===== src/rtl/physeq_pkg.sv =====
package physeq_pkg;

   // Status bits that qualify a successful check; these positions are fixed by the PHY.
   localparam int unsigned LOCK_BIT = 0;
   localparam int unsigned STOP_BIT = 2;

   typedef enum logic [2:0] {
      SQ_IDLE   = 3'd0,
      SQ_CLKON  = 3'd1,
      SQ_PWRON  = 3'd2,
      SQ_SETTLE = 3'd3,
      SQ_POLL   = 3'd4,
      SQ_READY  = 3'd5,
      SQ_FAIL   = 3'd6
   } seq_state_e;

   typedef struct packed {
      logic clk_en;
      logic unshut;
      logic unrst;
      logic ready;
      logic timeout;
   } seq_out_t;

   function automatic seq_out_t decode_state(seq_state_e s);
      seq_out_t o;
      o.clk_en  = (s != SQ_IDLE);
      o.unshut  = (s != SQ_IDLE) && (s != SQ_CLKON);
      o.unrst   = (s == SQ_SETTLE) || (s == SQ_POLL) || (s == SQ_READY) || (s == SQ_FAIL);
      o.ready   = (s == SQ_READY);
      o.timeout = (s == SQ_FAIL);
      return o;
   endfunction

endpackage


===== src/rtl/physeq_status.sv =====
module physeq_status #(
   parameter int unsigned STAT_W      = 3,
   parameter int unsigned SYNC_STAGES = 2,
   parameter logic [STAT_W-1:0] HIT_MASK = '1
) (
   input  logic              clk,
   input  logic              rst_n,
   input  logic [STAT_W-1:0] status_i,
   output logic              hit_o
);

   logic [STAT_W-1:0] stat_q;

   generate
      if (SYNC_STAGES == 0) begin : g_nosync
         assign stat_q = status_i;
      end else begin : g_sync
         logic [SYNC_STAGES-1:0][STAT_W-1:0] pipe_q;
         always_ff @(posedge clk or negedge rst_n) begin
            if (!rst_n) begin
               pipe_q <= '0;
            end else begin
               pipe_q[0] <= status_i;
               for (int i = 1; i < int'(SYNC_STAGES); i++) begin
                  pipe_q[i] <= pipe_q[i-1];
               end
            end
         end
         assign stat_q = pipe_q[SYNC_STAGES-1];
      end
   endgenerate

   assign hit_o = |(stat_q & HIT_MASK);

endmodule


===== src/rtl/physeq_timer.sv =====
module physeq_timer #(
   parameter int unsigned CNT_W = 8
) (
   input  logic             clk,
   input  logic             rst_n,
   input  logic             load_i,
   input  logic [CNT_W-1:0] load_val_i,
   output logic             zero_o
);

   logic [CNT_W-1:0] cnt_q;

   always_ff @(posedge clk or negedge rst_n) begin
      if (!rst_n) begin
         cnt_q <= '0;
      end else if (load_i) begin
         cnt_q <= load_val_i;
      end else if (cnt_q != '0) begin
         cnt_q <= cnt_q - 1'b1;
      end
   end

   assign zero_o = (cnt_q == '0);

endmodule


===== src/rtl/physeq_poll_ctr.sv =====
module physeq_poll_ctr #(
   parameter int unsigned POLL_MAX = 100,
   localparam int unsigned PW = (POLL_MAX < 2) ? 1 : $clog2(POLL_MAX)
) (
   input  logic clk,
   input  logic rst_n,
   input  logic clear_i,
   input  logic miss_i,
   output logic last_o
);

   logic [PW-1:0] miss_q;

   always_ff @(posedge clk or negedge rst_n) begin
      if (!rst_n) begin
         miss_q <= '0;
      end else if (clear_i) begin
         miss_q <= '0;
      end else if (miss_i) begin
         miss_q <= miss_q + 1'b1;
      end
   end

   assign last_o = (32'(miss_q) == POLL_MAX - 1);

endmodule


===== src/rtl/phy_pwrup_seq.sv =====
module phy_pwrup_seq
   import physeq_pkg::*;
#(
   parameter int unsigned CYC_PER_US  = 250,
   parameter int unsigned GAP_US      = 1,
   parameter int unsigned SETTLE_US   = 1000,
   parameter int unsigned POLL_MAX    = 100,
   parameter int unsigned STAT_W      = 3,
   parameter int unsigned SYNC_STAGES = 2
) (
   input  logic              clk,
   input  logic              rst_n,
   input  logic              start_i,
   input  logic              stop_i,
   input  logic [STAT_W-1:0] phy_status_i,
   output logic              phy_clk_en_o,
   output logic              phy_unshut_o,
   output logic              phy_unrst_o,
   output logic              ready_o,
   output logic              timeout_o
);

   localparam int unsigned GAP_CYC    = GAP_US * CYC_PER_US;
   localparam int unsigned SETTLE_CYC = SETTLE_US * CYC_PER_US;
   localparam int unsigned MAX_A      = (GAP_CYC > SETTLE_CYC) ? GAP_CYC : SETTLE_CYC;
   localparam int unsigned MAX_LOAD   = (MAX_A > CYC_PER_US) ? MAX_A : CYC_PER_US;
   localparam int unsigned CNT_W      = (MAX_LOAD < 2) ? 1 : $clog2(MAX_LOAD);
   localparam logic [STAT_W-1:0] HIT_MASK =
      STAT_W'((1 << LOCK_BIT) | (1 << STOP_BIT));

   generate
      if (CYC_PER_US < 1) begin : g_bad_cyc
         $error("CYC_PER_US must be at least 1");
      end
      if (GAP_US < 1 || SETTLE_US < 1) begin : g_bad_gap
         $error("GAP_US and SETTLE_US must be at least 1");
      end
      if (POLL_MAX < 1) begin : g_bad_poll
         $error("POLL_MAX must be at least 1");
      end
      if (STAT_W <= STOP_BIT) begin : g_bad_stat
         $error("STAT_W must cover the stop-state bit");
      end
   endgenerate

   seq_state_e       state_q, state_d;
   logic             tmr_load;
   logic [CNT_W-1:0] tmr_val;
   logic             tmr_zero;
   logic             stat_hit;
   logic             poll_miss;
   logic             poll_last;
   seq_out_t         outs;

   physeq_status #(
      .STAT_W     (STAT_W),
      .SYNC_STAGES(SYNC_STAGES),
      .HIT_MASK   (HIT_MASK)
   ) u_status (
      .clk     (clk),
      .rst_n   (rst_n),
      .status_i(phy_status_i),
      .hit_o   (stat_hit)
   );

   physeq_timer #(
      .CNT_W(CNT_W)
   ) u_timer (
      .clk       (clk),
      .rst_n     (rst_n),
      .load_i    (tmr_load),
      .load_val_i(tmr_val),
      .zero_o    (tmr_zero)
   );

   physeq_poll_ctr #(
      .POLL_MAX(POLL_MAX)
   ) u_polls (
      .clk    (clk),
      .rst_n  (rst_n),
      .clear_i(state_q != SQ_POLL),
      .miss_i (poll_miss),
      .last_o (poll_last)
   );

   always_comb begin
      state_d   = state_q;
      tmr_load  = 1'b0;
      tmr_val   = '0;
      poll_miss = 1'b0;
      if (stop_i) begin
         state_d = SQ_IDLE;
      end else if (start_i) begin
         state_d  = SQ_CLKON;
         tmr_load = 1'b1;
         tmr_val  = CNT_W'(GAP_CYC - 1);
      end else begin
         unique case (state_q)
            SQ_CLKON: begin
               if (tmr_zero) begin
                  state_d  = SQ_PWRON;
                  tmr_load = 1'b1;
                  tmr_val  = CNT_W'(GAP_CYC - 1);
               end
            end
            SQ_PWRON: begin
               if (tmr_zero) begin
                  state_d  = SQ_SETTLE;
                  tmr_load = 1'b1;
                  tmr_val  = CNT_W'(SETTLE_CYC - 1);
               end
            end
            SQ_SETTLE: begin
               if (tmr_zero) begin
                  state_d  = SQ_POLL;
                  tmr_load = 1'b1;
                  tmr_val  = '0;
               end
            end
            SQ_POLL: begin
               if (tmr_zero) begin
                  if (stat_hit) begin
                     state_d = SQ_READY;
                  end else if (poll_last) begin
                     state_d = SQ_FAIL;
                  end else begin
                     poll_miss = 1'b1;
                     tmr_load  = 1'b1;
                     tmr_val   = CNT_W'(CYC_PER_US - 1);
                  end
               end
            end
            default: state_d = state_q;
         endcase
      end
   end

   always_ff @(posedge clk or negedge rst_n) begin
      if (!rst_n) begin
         state_q <= SQ_IDLE;
      end else begin
         state_q <= state_d;
      end
   end

   assign outs         = decode_state(state_q);
   assign phy_clk_en_o = outs.clk_en;
   assign phy_unshut_o = outs.unshut;
   assign phy_unrst_o  = outs.unrst;
   assign ready_o      = outs.ready;
   assign timeout_o    = outs.timeout;

endmodule


===== config.mk =====
export PLATFORM = sky130hd
export DESIGN_NAME = phy_pwrup_seq
export DESIGN_NICKNAME = d
export VERILOG_FILES = /design/src/rtl/physeq_pkg.sv /design/src/rtl/physeq_status.sv /design/src/rtl/physeq_timer.sv /design/src/rtl/physeq_poll_ctr.sv /design/src/rtl/phy_pwrup_seq.sv
export SDC_FILE = /design/constraint.sdc
export NUM_CORES = 1
export LEC_CHECK = 0
export ABC_AREA = 1
export BUFFER_PORTS_ARGS = -buffer_cell sky130_fd_sc_hd__buf_2
export CAP_MARGIN = 20
export CORE_ASPECT_RATIO = 1.1
export CORE_UTILIZATION = 55
export DETAILED_ROUTE_END_ITERATION = 12
export PLACE_DENSITY = 0.79
export SETUP_SLACK_MARGIN = 0.4
export SLEW_MARGIN = 20
export SYNTH_ARGS = -nofsm -noshare
export SYNTH_HDL_FRONTEND = slang
export SYNTH_SLANG_ARGS = --single-unit

===== constraint.sdc =====
create_clock -name clk -period 2.6 [get_ports clk]
set_input_delay 0.13 -clock clk [delete_from_list [all_inputs] [get_ports clk]]
set_output_delay 0.13 -clock clk [all_outputs]
set_load 0.02 [all_outputs]

==> impl_metrics.env, run 1 <==
export IMPL_status="finished, final reports clean"
export IMPL_slowest_delay_ns=0.40
export IMPL_critPathCaptureType="register"
export IMPL_dp_hpwl_um=2870
export IMPL_skew_ns=0.0171
export IMPL_ioPinCount=12
export IMPL_root_buffer="clkbuf_4"
export IMPL_drt_pass1_iter_count=4
export IMPL_wl_per_cell_um=12.0
export IMPL_start_util_pct=58.7
export IMPL_cts_resized=0
export IMPL_setup_tns_ns=0
export IMPL_power_density_nw_per_um2=703
export IMPL_peakVddDrop_v=0.000466
export IMPL_synth_area_per_cell_um2=7.80
export IMPL_p_seq_share_pct=42.4
export IMPL_critPathSlowestCell="dfrtp_1"
export IMPL_grt_pass1_wl_um=6560
export IMPL_yosysTopAreaCellShare_pct=40.3
export IMPL_layoutNonFillerInstCount=323
export IMPL_yosys_warnings=0
export IMPL_clk_latency_ns=0.34
export IMPL_tightest_slew_ns=0.714
export IMPL_wl_um=3860
export IMPL_syn_num_nets=265
export IMPL_dp_slack_ns=0.660
export IMPL_area_delta_synth_final_pct=9.44
export IMPL_mostFrequentLayoutCell="nand2_1"
export IMPL_p_comb_share_pct=38.1
export IMPL_p_sw_mw=0.613
export IMPL_crit_path_start_kind="register"
export IMPL_critPathTopFamily="simple AND/OR/NAND/NOR gates"
export IMPL_intPower_mw=0.916
export IMPL_critPathBufInv=1
export IMPL_cts_tree="done"
export IMPL_rsz0062_at_grt="no"
export IMPL_ys_seq_area_share_pct=40.3
export IMPL_place_inst=312
export IMPL_sw_frac_of_total_pct=40.1
export IMPL_clkPwrFrac_pct=19.5
export IMPL_grt_overflow_total=0
export IMPL_clkSlewWorstSetupHoldPaths_ns=0.09
export IMPL_vias=1684
export IMPL_io_buffers=10
export IMPL_reg2reg_from="u_timer.cnt_q[0]$_DFFE_PN0P_"
export IMPL_max_freq_mhz=511
export IMPL_cts_made_buffers=5
export IMPL_placementRows=22
export IMPL_setup_viol=0
export IMPL_cts_buffer_depth=2
export IMPL_ys_types=33
export IMPL_slew_viol_final=0
export IMPL_grt_max_degree=33
export IMPL_die_w_um=59.3
export IMPL_crit_top_cell="nand2_1"
export IMPL_min_path_type="in -> reg"
export IMPL_crit_chain="inv_1, ha_1, nand2_1, nor3_1, nand3b_2, nor2_2, nand3_1, nand2_1, nand2_1, nand2_1"
export IMPL_grt_pass1_vias=1582
export IMPL_slew_headroom_pct=52.4
export IMPL_syn_inst=255
export IMPL_max_cap_violations=0
export IMPL_core_um2=3390
export IMPL_clock_sinks=32
export IMPL_netlist_area_um2=1990
export IMPL_fin_crit_ns=1.96
export IMPL_fin_nets=284
export IMPL_final_fill_count=298
export IMPL_diodes=0
export IMPL_post_route_cell_area_um2=2180
export IMPL_globalplace_congestion=0.854
export IMPL_crit_fanout=7
export IMPL_ys_ff_latch=32
export IMPL_finalCritPeriodShare_pct=75.3
export IMPL_via_per_inst=5.21
export IMPL_critPathLaunch="u_timer.cnt_q[0]$_DFFE_PN0P_"
export IMPL_htree_levels=2
export IMPL_ys_top_cells_by_area="dfrtp_1, nand2_1, inv_1, nor2_1, nand3_1"
export IMPL_yosysTopAreaCell="dfrtp_1"
export IMPL_drc=0
export IMPL_power_mw=1.53
export IMPL_min_delay_start="stop_i"
export IMPL_cp_required_ns=2.87
export IMPL_path_class="reg -> reg"
export IMPL_fp_dieH_um=65.1
export IMPL_cp_arrival_ns=2.22
export IMPL_hold_violations=0
export IMPL_p_leak_nw=1.06
export IMPL_final_cell_mix="nand2_1, dfrtp_1, inv_1"
export IMPL_drive_gt1_share_pct=17.5
export IMPL_dpl_instance_area_um2=2090
export IMPL_drtIter0Drc=53
export IMPL_grt_use_total_pct=23.0
export IMPL_fin_ws_ns=0.642
export IMPL_antenna_found_initial=0
export IMPL_ant_nets=0
export IMPL_die_area_um2=3860
-- stage by stage --
stage,utilization [%],hold WS (ns)
after floorplan,-,-0.166
after global placement,61.6,0.223
after detailed placement,61.6,0.223
after CTS,64.3,0.146
after global routing,64.3,0.162
final,64.3,0.164
-- synth_stat cells (all sizes together) --
cell,number
a21oi,16
o21a,1
nand3b,2
inv,34
nor3,15
nor4,3
a211oi,1
xnor2,2
nand2,54
or2,1
xor2,7
o21ai,18
dfrtp,32
buf,1
nand4,3
nor2,39
a31oi,3
or3,1
ha,3
o21bai,1
nand3,18
-- power groups by stage --
stage | clock network (mW) | registers, mW | logic [mW]
final | 0.298 | 0.648 | 0.582
after global routing | 0.328 | 0.657 | 0.660
after CTS | 0.307 | 0.648 | 0.584
after detailed placement | 0 | 0.658 | 0.577
after global placement | 0 | 0.655 | 0.568
after floorplan | 0 | 0.642 | 0.487
-- final timing paths --
path,end,slack [ns],depth (start not counted)
worst min register to register,u_status.stat_q[2]$_DFF_PN0_,0.35,0
worst min-delay path,u_timer.cnt_q[7]$_DFFE_PN0P_,0.16,4
min in group asynchronous,u_timer.cnt_q[13]$_DFFE_PN0P_,0.37,2
worst max register to register,u_timer.cnt_q[1]$_DFFE_PN0P_,0.64,10
worst max-delay path,u_timer.cnt_q[1]$_DFFE_PN0P_,0.64,10
max in group asynchronous,u_timer.cnt_q[0]$_DFFE_PN0P_,1.75,2
-- sequential cells by signal, summed over array words and instances, names as in the netlist --
signal / cells
u_status.g_sync.pipe_q: 2
u_status.stat_q: 2
u_polls.miss_q: 7
u_timer.cnt_q: 18
state_q: 3
-- area by class of cell --
| cell class | count | area, um^2 | area share [%] |
|---|---|---|---|
| inverters | 34 | 130 | 5.98 |
| well taps | 48 | 60.1 | 2.76 |
| flip-flops and latches | 32 | 801 | 36.8 |
| multi-input cells | 188 | 1050 | 48.1 |
| clock buffers | 8 | 58.8 | 2.70 |
| repair buffers | 13 | 80.1 | 3.68 |
-- routing by layer --
layer  global-route usage, %  share of wire [%]  wire (um)
met5                       0                  0          0
met4                    11.0                2.4         94
met3                    5.79                3.4        132
met2                    35.5                 46       1760
met1                    29.5                 49       1870
-- tightest hold or removal path, stage by stage --
cell and delay, ns:
buf_2 0.12, a21oi_4 0.06, o21ai_2 0.08, a21oi_1 0.06
-- cell families after synthesis --
| family | Yosys count | share of synthesized area [%] |
|---|---|---|
| AND/OR/NAND/NOR | 136 | 34.6 |
| AO/OA/AOI/OAI | 40 | 12.1 |
| buffers and inverters | 35 | 7.11 |
| flip-flops | 32 | 40.3 |
| XOR/XNOR | 9 | 3.96 |
| adder cells (fa/ha/maj) | 3 | 1.89 |
-- what timing repair did --
action | 4_1_cts | 5_1_grt
hold endpoints to repair | 34 | 0
hold buffers | 3 | 0
setup buffers | 0 | 0
No activity file was read; power rests on OpenSTA's default activity.
==> run 2: changes to the inputs <==
- ABC_AREA: 1 -> 0
- clock period: 2.6 -> 1.9 ns (I/O delays scaled with it)
==> run 2 against run 1 <==
Effect of this change:
- the run now ends with negative setup slack left
- utilization up 23 points
- first-iteration DRC count rose to 3.5 times the previous value
- global-route usage increased by 12 points
- register-to-register slack got worse by 1.0 ns
- final cell count is 9.6% lower
- non-clock buffer count grew 51
- synthesized area shrank 9.1%
- count of clock-buffer cells in the layout down 1
- largest cell class unchanged
- largest power group unchanged
- highest routed layer unchanged
==> impl_metrics.env, run 2 <==
export IMPL_final_fill_count=144
export IMPL_peakVddDrop_v=0.000679
export IMPL_ioPinCount=12
export IMPL_antenna_found_initial=0
export IMPL_dp_slack_ns=-0.156
export IMPL_via_per_inst=6.87
export IMPL_grt_use_total_pct=35.0
export IMPL_critPathLaunch="state_q[0]$_DFFE_PN0P_"
export IMPL_status="complete, but fails checks"
export IMPL_fin_nets=267
export IMPL_setup_viol=25
export IMPL_die_area_um2=3520
export IMPL_rrSetupSlack_ns=-0.37
export IMPL_async_flop_share_pct=100
export IMPL_slowest_delay_ns=0.56
export IMPL_busiest_layer="met2"
export IMPL_io_buffers=10
export IMPL_grt_pass1_vias=1862
export IMPL_syn_num_nets=207
export IMPL_drt_pass1_iter_count=6
export IMPL_synthFlopType="dfrtp_1"
export IMPL_fp_dieH_um=62.1
export IMPL_crit_chain="or3b_4, a211o_1, or4_4, buf_4, o21ai_1, a21oi_2"
export IMPL_grt_overflow_total=0
export IMPL_rsz0062_at_grt="yes"
export IMPL_post_route_cell_area_um2=2690
export IMPL_slew_viol_final=0
export IMPL_root_buffer="clkbuf_4"
export IMPL_hold_violations=0
export IMPL_cts_buffer_depth=2
export IMPL_cts_tree="done"
export IMPL_cp_required_ns=2.15
export IMPL_ant_nets=0
export IMPL_top_regs="u_timer.cnt_q x18, u_polls.miss_q x7, state_q x3"
export IMPL_drtIter0Drc=183
export IMPL_skew_ns=0.0144
export IMPL_yosysTopAreaCellShare_pct=44.3
export IMPL_core_um2=3070
export IMPL_clk_latency_ns=0.36
export IMPL_clock_sinks=32
export IMPL_p_leak_nw=1.16
export IMPL_r2r_end="u_polls.miss_q[6]$_DFFE_PN0P_"
export IMPL_yosys_warnings=0
export IMPL_placementRows=21
export IMPL_cp_endpoint="u_polls.miss_q[6]$_DFFE_PN0P_"
export IMPL_synth_edf_count=0
export IMPL_ys_ff_latch=32
export IMPL_diodes=0
export IMPL_mostFrequentLayoutCell="buf_4"
export IMPL_use_met2_pct=60.1
export IMPL_layoutNonFillerInstCount=292
export IMPL_min_path_type="in -> reg"
export IMPL_netlist_area_um2=1810
export IMPL_max_cap_violations=0
export IMPL_vias=2005
export IMPL_hold_path_depth=3
export IMPL_fin_ws_ns=-0.373
export IMPL_clkSlewWorstSetupHoldPaths_ns=0.11
export IMPL_crit_path_start_kind="register"
export IMPL_die_w_um=56.6
export IMPL_globalplace_congestion=0.923
export IMPL_max_freq_mhz=440
export IMPL_violations="negative setup slack"
export IMPL_grt_max_degree=33
export IMPL_reg2reg_from="state_q[0]$_DFFE_PN0P_"
export IMPL_gr_usage_met1_pct=41.5
export IMPL_ys_top_cells_by_area="dfrtp_1, xor2_1, nor2_1, xnor2_1, o21ai_0"
export IMPL_critPathSlowestCell="or4_4"
export IMPL_drc=0
export IMPL_dp_hpwl_um=3290
export IMPL_met3_usage_pct=7.08
export IMPL_path_class="reg -> reg"
export IMPL_cts_made_buffers=5
export IMPL_cp_arrival_ns=2.53
export IMPL_wl_per_cell_um=24.6
export IMPL_finalCritPeriodShare_pct=120
export IMPL_syn_inst=197
export IMPL_area_delta_synth_final_pct=48.6
export IMPL_synth_most_common_cell="dfrtp_1"
export IMPL_htree_levels=2
export IMPL_fin_crit_ns=2.27
export IMPL_ys_types=42
export IMPL_synth_area_per_cell_um2=9.17
export IMPL_wl_um=7170
export IMPL_regMostFlops="u_timer.cnt_q"
export IMPL_crit_fanout=4
export IMPL_rr_worst_depth=6
export IMPL_critPathCaptureType="register"
export IMPL_ys_seq_area_share_pct=44.3
export IMPL_power_density_nw_per_um2=741
export IMPL_synth_commonest_cells="dfrtp_1, nor2_1, o21ai_0"
export IMPL_largest_reg_flops=18
export IMPL_slew_headroom_pct=49.6
export IMPL_start_util_pct=58.8
export IMPL_yosysTopAreaCell="dfrtp_1"
export IMPL_dpl_instance_area_um2=2200
export IMPL_tightest_slew_ns=0.749
export IMPL_grt_pass1_wl_um=9290
export IMPL_drive_gt1_share_pct=45.7
export IMPL_final_cell_mix="buf_4, dfrtp_1, nor2_1"
export IMPL_place_inst=268
run 2: cell types whose count changed after synthesis, sizes merged, moves of 6 or more:
cell,change
inv,-28
clkbuf,+7
nand3,-12
nor3,-9
xnor2,+6
a21oi,-6
nor2,-15
nand2,-43
nor4,+6
run 2: cell type report:
type	instances	area, um^2	area share, %
multi-input cells	148	1180	44.0
repair buffers	64	539	20.1
clock inverters	1	30.0	1.12
inverters	6	25.0	0.932
clock buffers	7	65.1	2.42
well taps	34	42.5	1.58
flip-flops and latches	32	801	29.8
run 2: cell families after synthesis:
group	share of synthesized area, %
compound gates	14.7
flops	44.3
simple gates	24.3
buf+inv	4.85
xor+xnor	9.21
fa+ha+maj	2.08
mux	0.554
run 2: timing repair:
action	in CTS	in global routing
buffers inserted	8	5
endpoints found under the hold margin	34	0
hold buffers	3	0
pin swaps	12	16
resized for setup	28	38
endpoints found under the setup margin	30	31
run 2: stage by stage:
step	util, %	TNS, ns	power (mW)	hold slack (ns)
2_1_floorplan	-	-3.35	1.02	-0.201
3_3_place_gp	71.6	-0.455	1.16	0.173
3_5_place_dp	71.6	-1.16	1.19	0.181
4_1_cts	81.3	-1.67	1.85	0.0699
5_1_grt	87.3	-6.37	2.04	0.105
6_report	87.3	-4.95	1.99	0.107
run 2: routing by layer:
metal | routed length (um) | vias to the layer above
li1 | - | 825
met1 | 2490 | 962
met2 | 3460 | 154
met3 | 557 | 64
met4 | 660 | 0
met5 | 0 | -
run 2: worst max-delay path: cells and delay by family, from the launching register on:
family	cells	cell delay, ns
buffers and inverters	1	0.18
flip-flops	1	0.42
AND/OR/NAND/NOR	2	0.97
AO/OA/AOI/OAI	3	0.58
run 2: worst min-delay path by stage:
| stage | start | slack, ns | endpoint |
|---|---|---|---|
| 3_5_place_dp | rst_n | 0.18 | u_timer.cnt_q[13]$_DFFE_PN0P_ |
| 6_report | stop_i | 0.11 | state_q[2]$_DFFE_PN0P_ |
| 5_1_grt | stop_i | 0.10 | state_q[2]$_DFFE_PN0P_ |
| 3_3_place_gp | rst_n | 0.17 | u_timer.cnt_q[13]$_DFFE_PN0P_ |
| 2_1_floorplan | rst_n | -0.20 | state_q[0]$_DFFE_PN0P_ |
| 4_1_cts | stop_i | 0.07 | state_q[2]$_DFFE_PN0P_ |
run 2: report_power, final:
part	total (mW)	leakage (nW)	internal (mW)	switching, mW
clock network	0.608	0.0515	0.349	0.260
registers	0.802	0.411	0.736	0.0658
logic	0.580	0.694	0.272	0.308
==> run 3: changes to the inputs <==
- PLACE_DENSITY: 0.79 -> 0.7
==> run 3 against run 2 <==
Effect of this change:
- the run still ends with negative setup slack left
- power shrank 13%
- utilization is 1.8 points lower
- final area fell by 2.0%
- flip-flop and latch count unchanged
- highest routed layer unchanged
- first-iteration DRC count fell by 50%
- final cell count is 1.4% higher
- fmax rose by 9.4%
- clock skew is 0.00099 ns lower
- via count is 11% lower
- non-clock buffer count up 4
- global-route usage fell by 5.9 points
- count of clock-buffer cells in the layout decreased by 1
==> impl_metrics.env, run 3 (synthesis gave the netlist of run 2 again) <==
export IMPL_status="complete, but fails checks"
export IMPL_violations="negative setup slack"
export IMPL_rsz0062_at_grt="yes"
export IMPL_path_class="reg -> reg"
export IMPL_crit_path_start_kind="register"
export IMPL_top_regs="u_timer.cnt_q x18, u_polls.miss_q x7, state_q x3"
export IMPL_die_area_um2=3520
export IMPL_clkSlewWorstSetupHoldPaths_ns=0.11
export IMPL_grt_overflow_total=0
export IMPL_clock_sinks=32
export IMPL_wl_per_cell_um=17.1
export IMPL_reg2reg_from="state_q[0]$_DFFE_PN0P_"
export IMPL_dp_hpwl_um=3200
export IMPL_placementRows=21
export IMPL_power_mw=1.73
export IMPL_cts_made_buffers=5
export IMPL_min_path_type="in -> reg"
export IMPL_drtIter0Drc=92
export IMPL_layoutNonFillerInstCount=296
export IMPL_drc=0
export IMPL_cts_tree="done"
export IMPL_fin_crit_ns=2.08
export IMPL_max_cap_violations=0
export IMPL_p_leak_nw=1.17
export IMPL_skew_ns=0.0134
export IMPL_cp_required_ns=2.18
export IMPL_clk_latency_ns=0.34
export IMPL_max_freq_mhz=481
export IMPL_vias=1780
export IMPL_crit_fanout=4
export IMPL_final_fill_count=165
export IMPL_slew_viol_final=0
export IMPL_grt_pass1_wl_um=7800
export IMPL_globalplace_congestion=0.847
export IMPL_hold_ws_ns=0.0876
export IMPL_tightest_slew_ns=0.710
export IMPL_post_route_cell_area_um2=2630
export IMPL_regMostFlops="u_timer.cnt_q"
export IMPL_finalCritPeriodShare_pct=109
export IMPL_grt_max_degree=33
export IMPL_peakVddDrop_v=0.000856
export IMPL_place_inst=270
export IMPL_power_density_nw_per_um2=657
export IMPL_antenna_found_initial=0
export IMPL_cts_buffer_depth=2
export IMPL_critPathLaunch="state_q[0]$_DFFE_PN0P_"
export IMPL_min_delay_start="stop_i"
export IMPL_area_delta_synth_final_pct=45.6
export IMPL_core_um2=3070
export IMPL_wl_um=5060
export IMPL_hold_violations=0
export IMPL_start_util_pct=58.8
export IMPL_ant_nets=0
export IMPL_slew_headroom_pct=52.7
export IMPL_setup_viol=15
export IMPL_grt_pass1_vias=1702
export IMPL_cp_arrival_ns=2.36
export IMPL_fin_nets=271
export IMPL_dpl_instance_area_um2=2220
export IMPL_fp_dieH_um=62.1
export IMPL_drive_gt1_share_pct=42.4
export IMPL_die_w_um=56.6
export IMPL_ioPinCount=12
export IMPL_io_buffers=10
export IMPL_grt_use_total_pct=29.1
export IMPL_critPathCaptureType="register"
export IMPL_root_buffer="clkbuf_4"
export IMPL_hold_path_depth=3
export IMPL_fin_ws_ns=-0.178
export IMPL_mostFrequentLayoutCell="buf_4"
export IMPL_largest_reg_flops=18
export IMPL_htree_levels=2
export IMPL_final_cell_mix="buf_4, dfrtp_1, nor2_1"
export IMPL_drt_pass1_iter_count=4
export IMPL_diodes=0
export IMPL_rr_worst_depth=5
export IMPL_via_per_inst=6.01
==> run 3: through the flow <==
step | setup slack (ns) | TNS [ns] | util, %
finish | -0.178 | -1.20 | 85.6
CTS | -0.169 | -1.53 | 80.7
floorplan | -0.560 | -3.35 | -
global route | -0.220 | -2.90 | 85.6
detailed placement | -0.147 | -0.915 | 72.1
global placement | -0.113 | -0.592 | 72.1
==> run 3: path summary, 6_finish.rpt <==
path	end	slack (ns)
max	u_polls.miss_q[6]$_DFFE_PN0P_	-0.18
min	state_q[1]$_DFFE_PN0P_	0.09
max reg2reg	u_polls.miss_q[6]$_DFFE_PN0P_	-0.18
min reg2reg	u_status.stat_q[0]$_DFF_PN0_	0.37
max in group asynchronous	u_status.g_sync.pipe_q[0]$_DFF_PN0_	1.11
min in group asynchronous	u_timer.cnt_q[10]$_DFFE_PN0P_	0.33
==> run 3: area by class of cell <==
cell class	count	area (um^2)	area share (%)
Clock inverter	2	10.0	0.380
Multi-Input combinational cell	148	1130	43.1
Tap cell	34	42.5	1.62
Inverter	6	22.5	0.856
Sequential cell	32	801	30.4
Timing Repair Buffer	68	569	21.6
Clock buffer	6	51.3	1.95
==> run 3: what timing repair did <==
item / in CTS / in global routing
endpoints found under the hold margin: 34 / 0
hold buffers: 3 / 0
pin swaps: 9 / 22
setup buffers: 5 / 10
resized for setup: 30 / 20
setup endpoints to repair: 29 / 31
==> run 3: metal layers <==
metal  wire length (um)  GRT usage, %  share of wire [%]  up-vias
met5                  0             0                  0        -
met4                167          13.4                3.3        0
met3                267          7.08                5.3       19
met2               2640          49.6                 52       81
met1               1990          34.2                 39      846
li1                   -             -                  -      834
==> run 3: critical path: stages, from the launching register on <==
cell,delay [ns]
dfrtp_1,0.39
or3b_1,0.40
a211o_1,0.28
or4_4,0.45
or3_4,0.39
a21oi_2,0.12
==> run 3: power breakdown <==
group | switching, mW | internal, mW
Combinational | 0.259 | 0.254
Sequential | 0.0636 | 0.736
Clock | 0.242 | 0.176
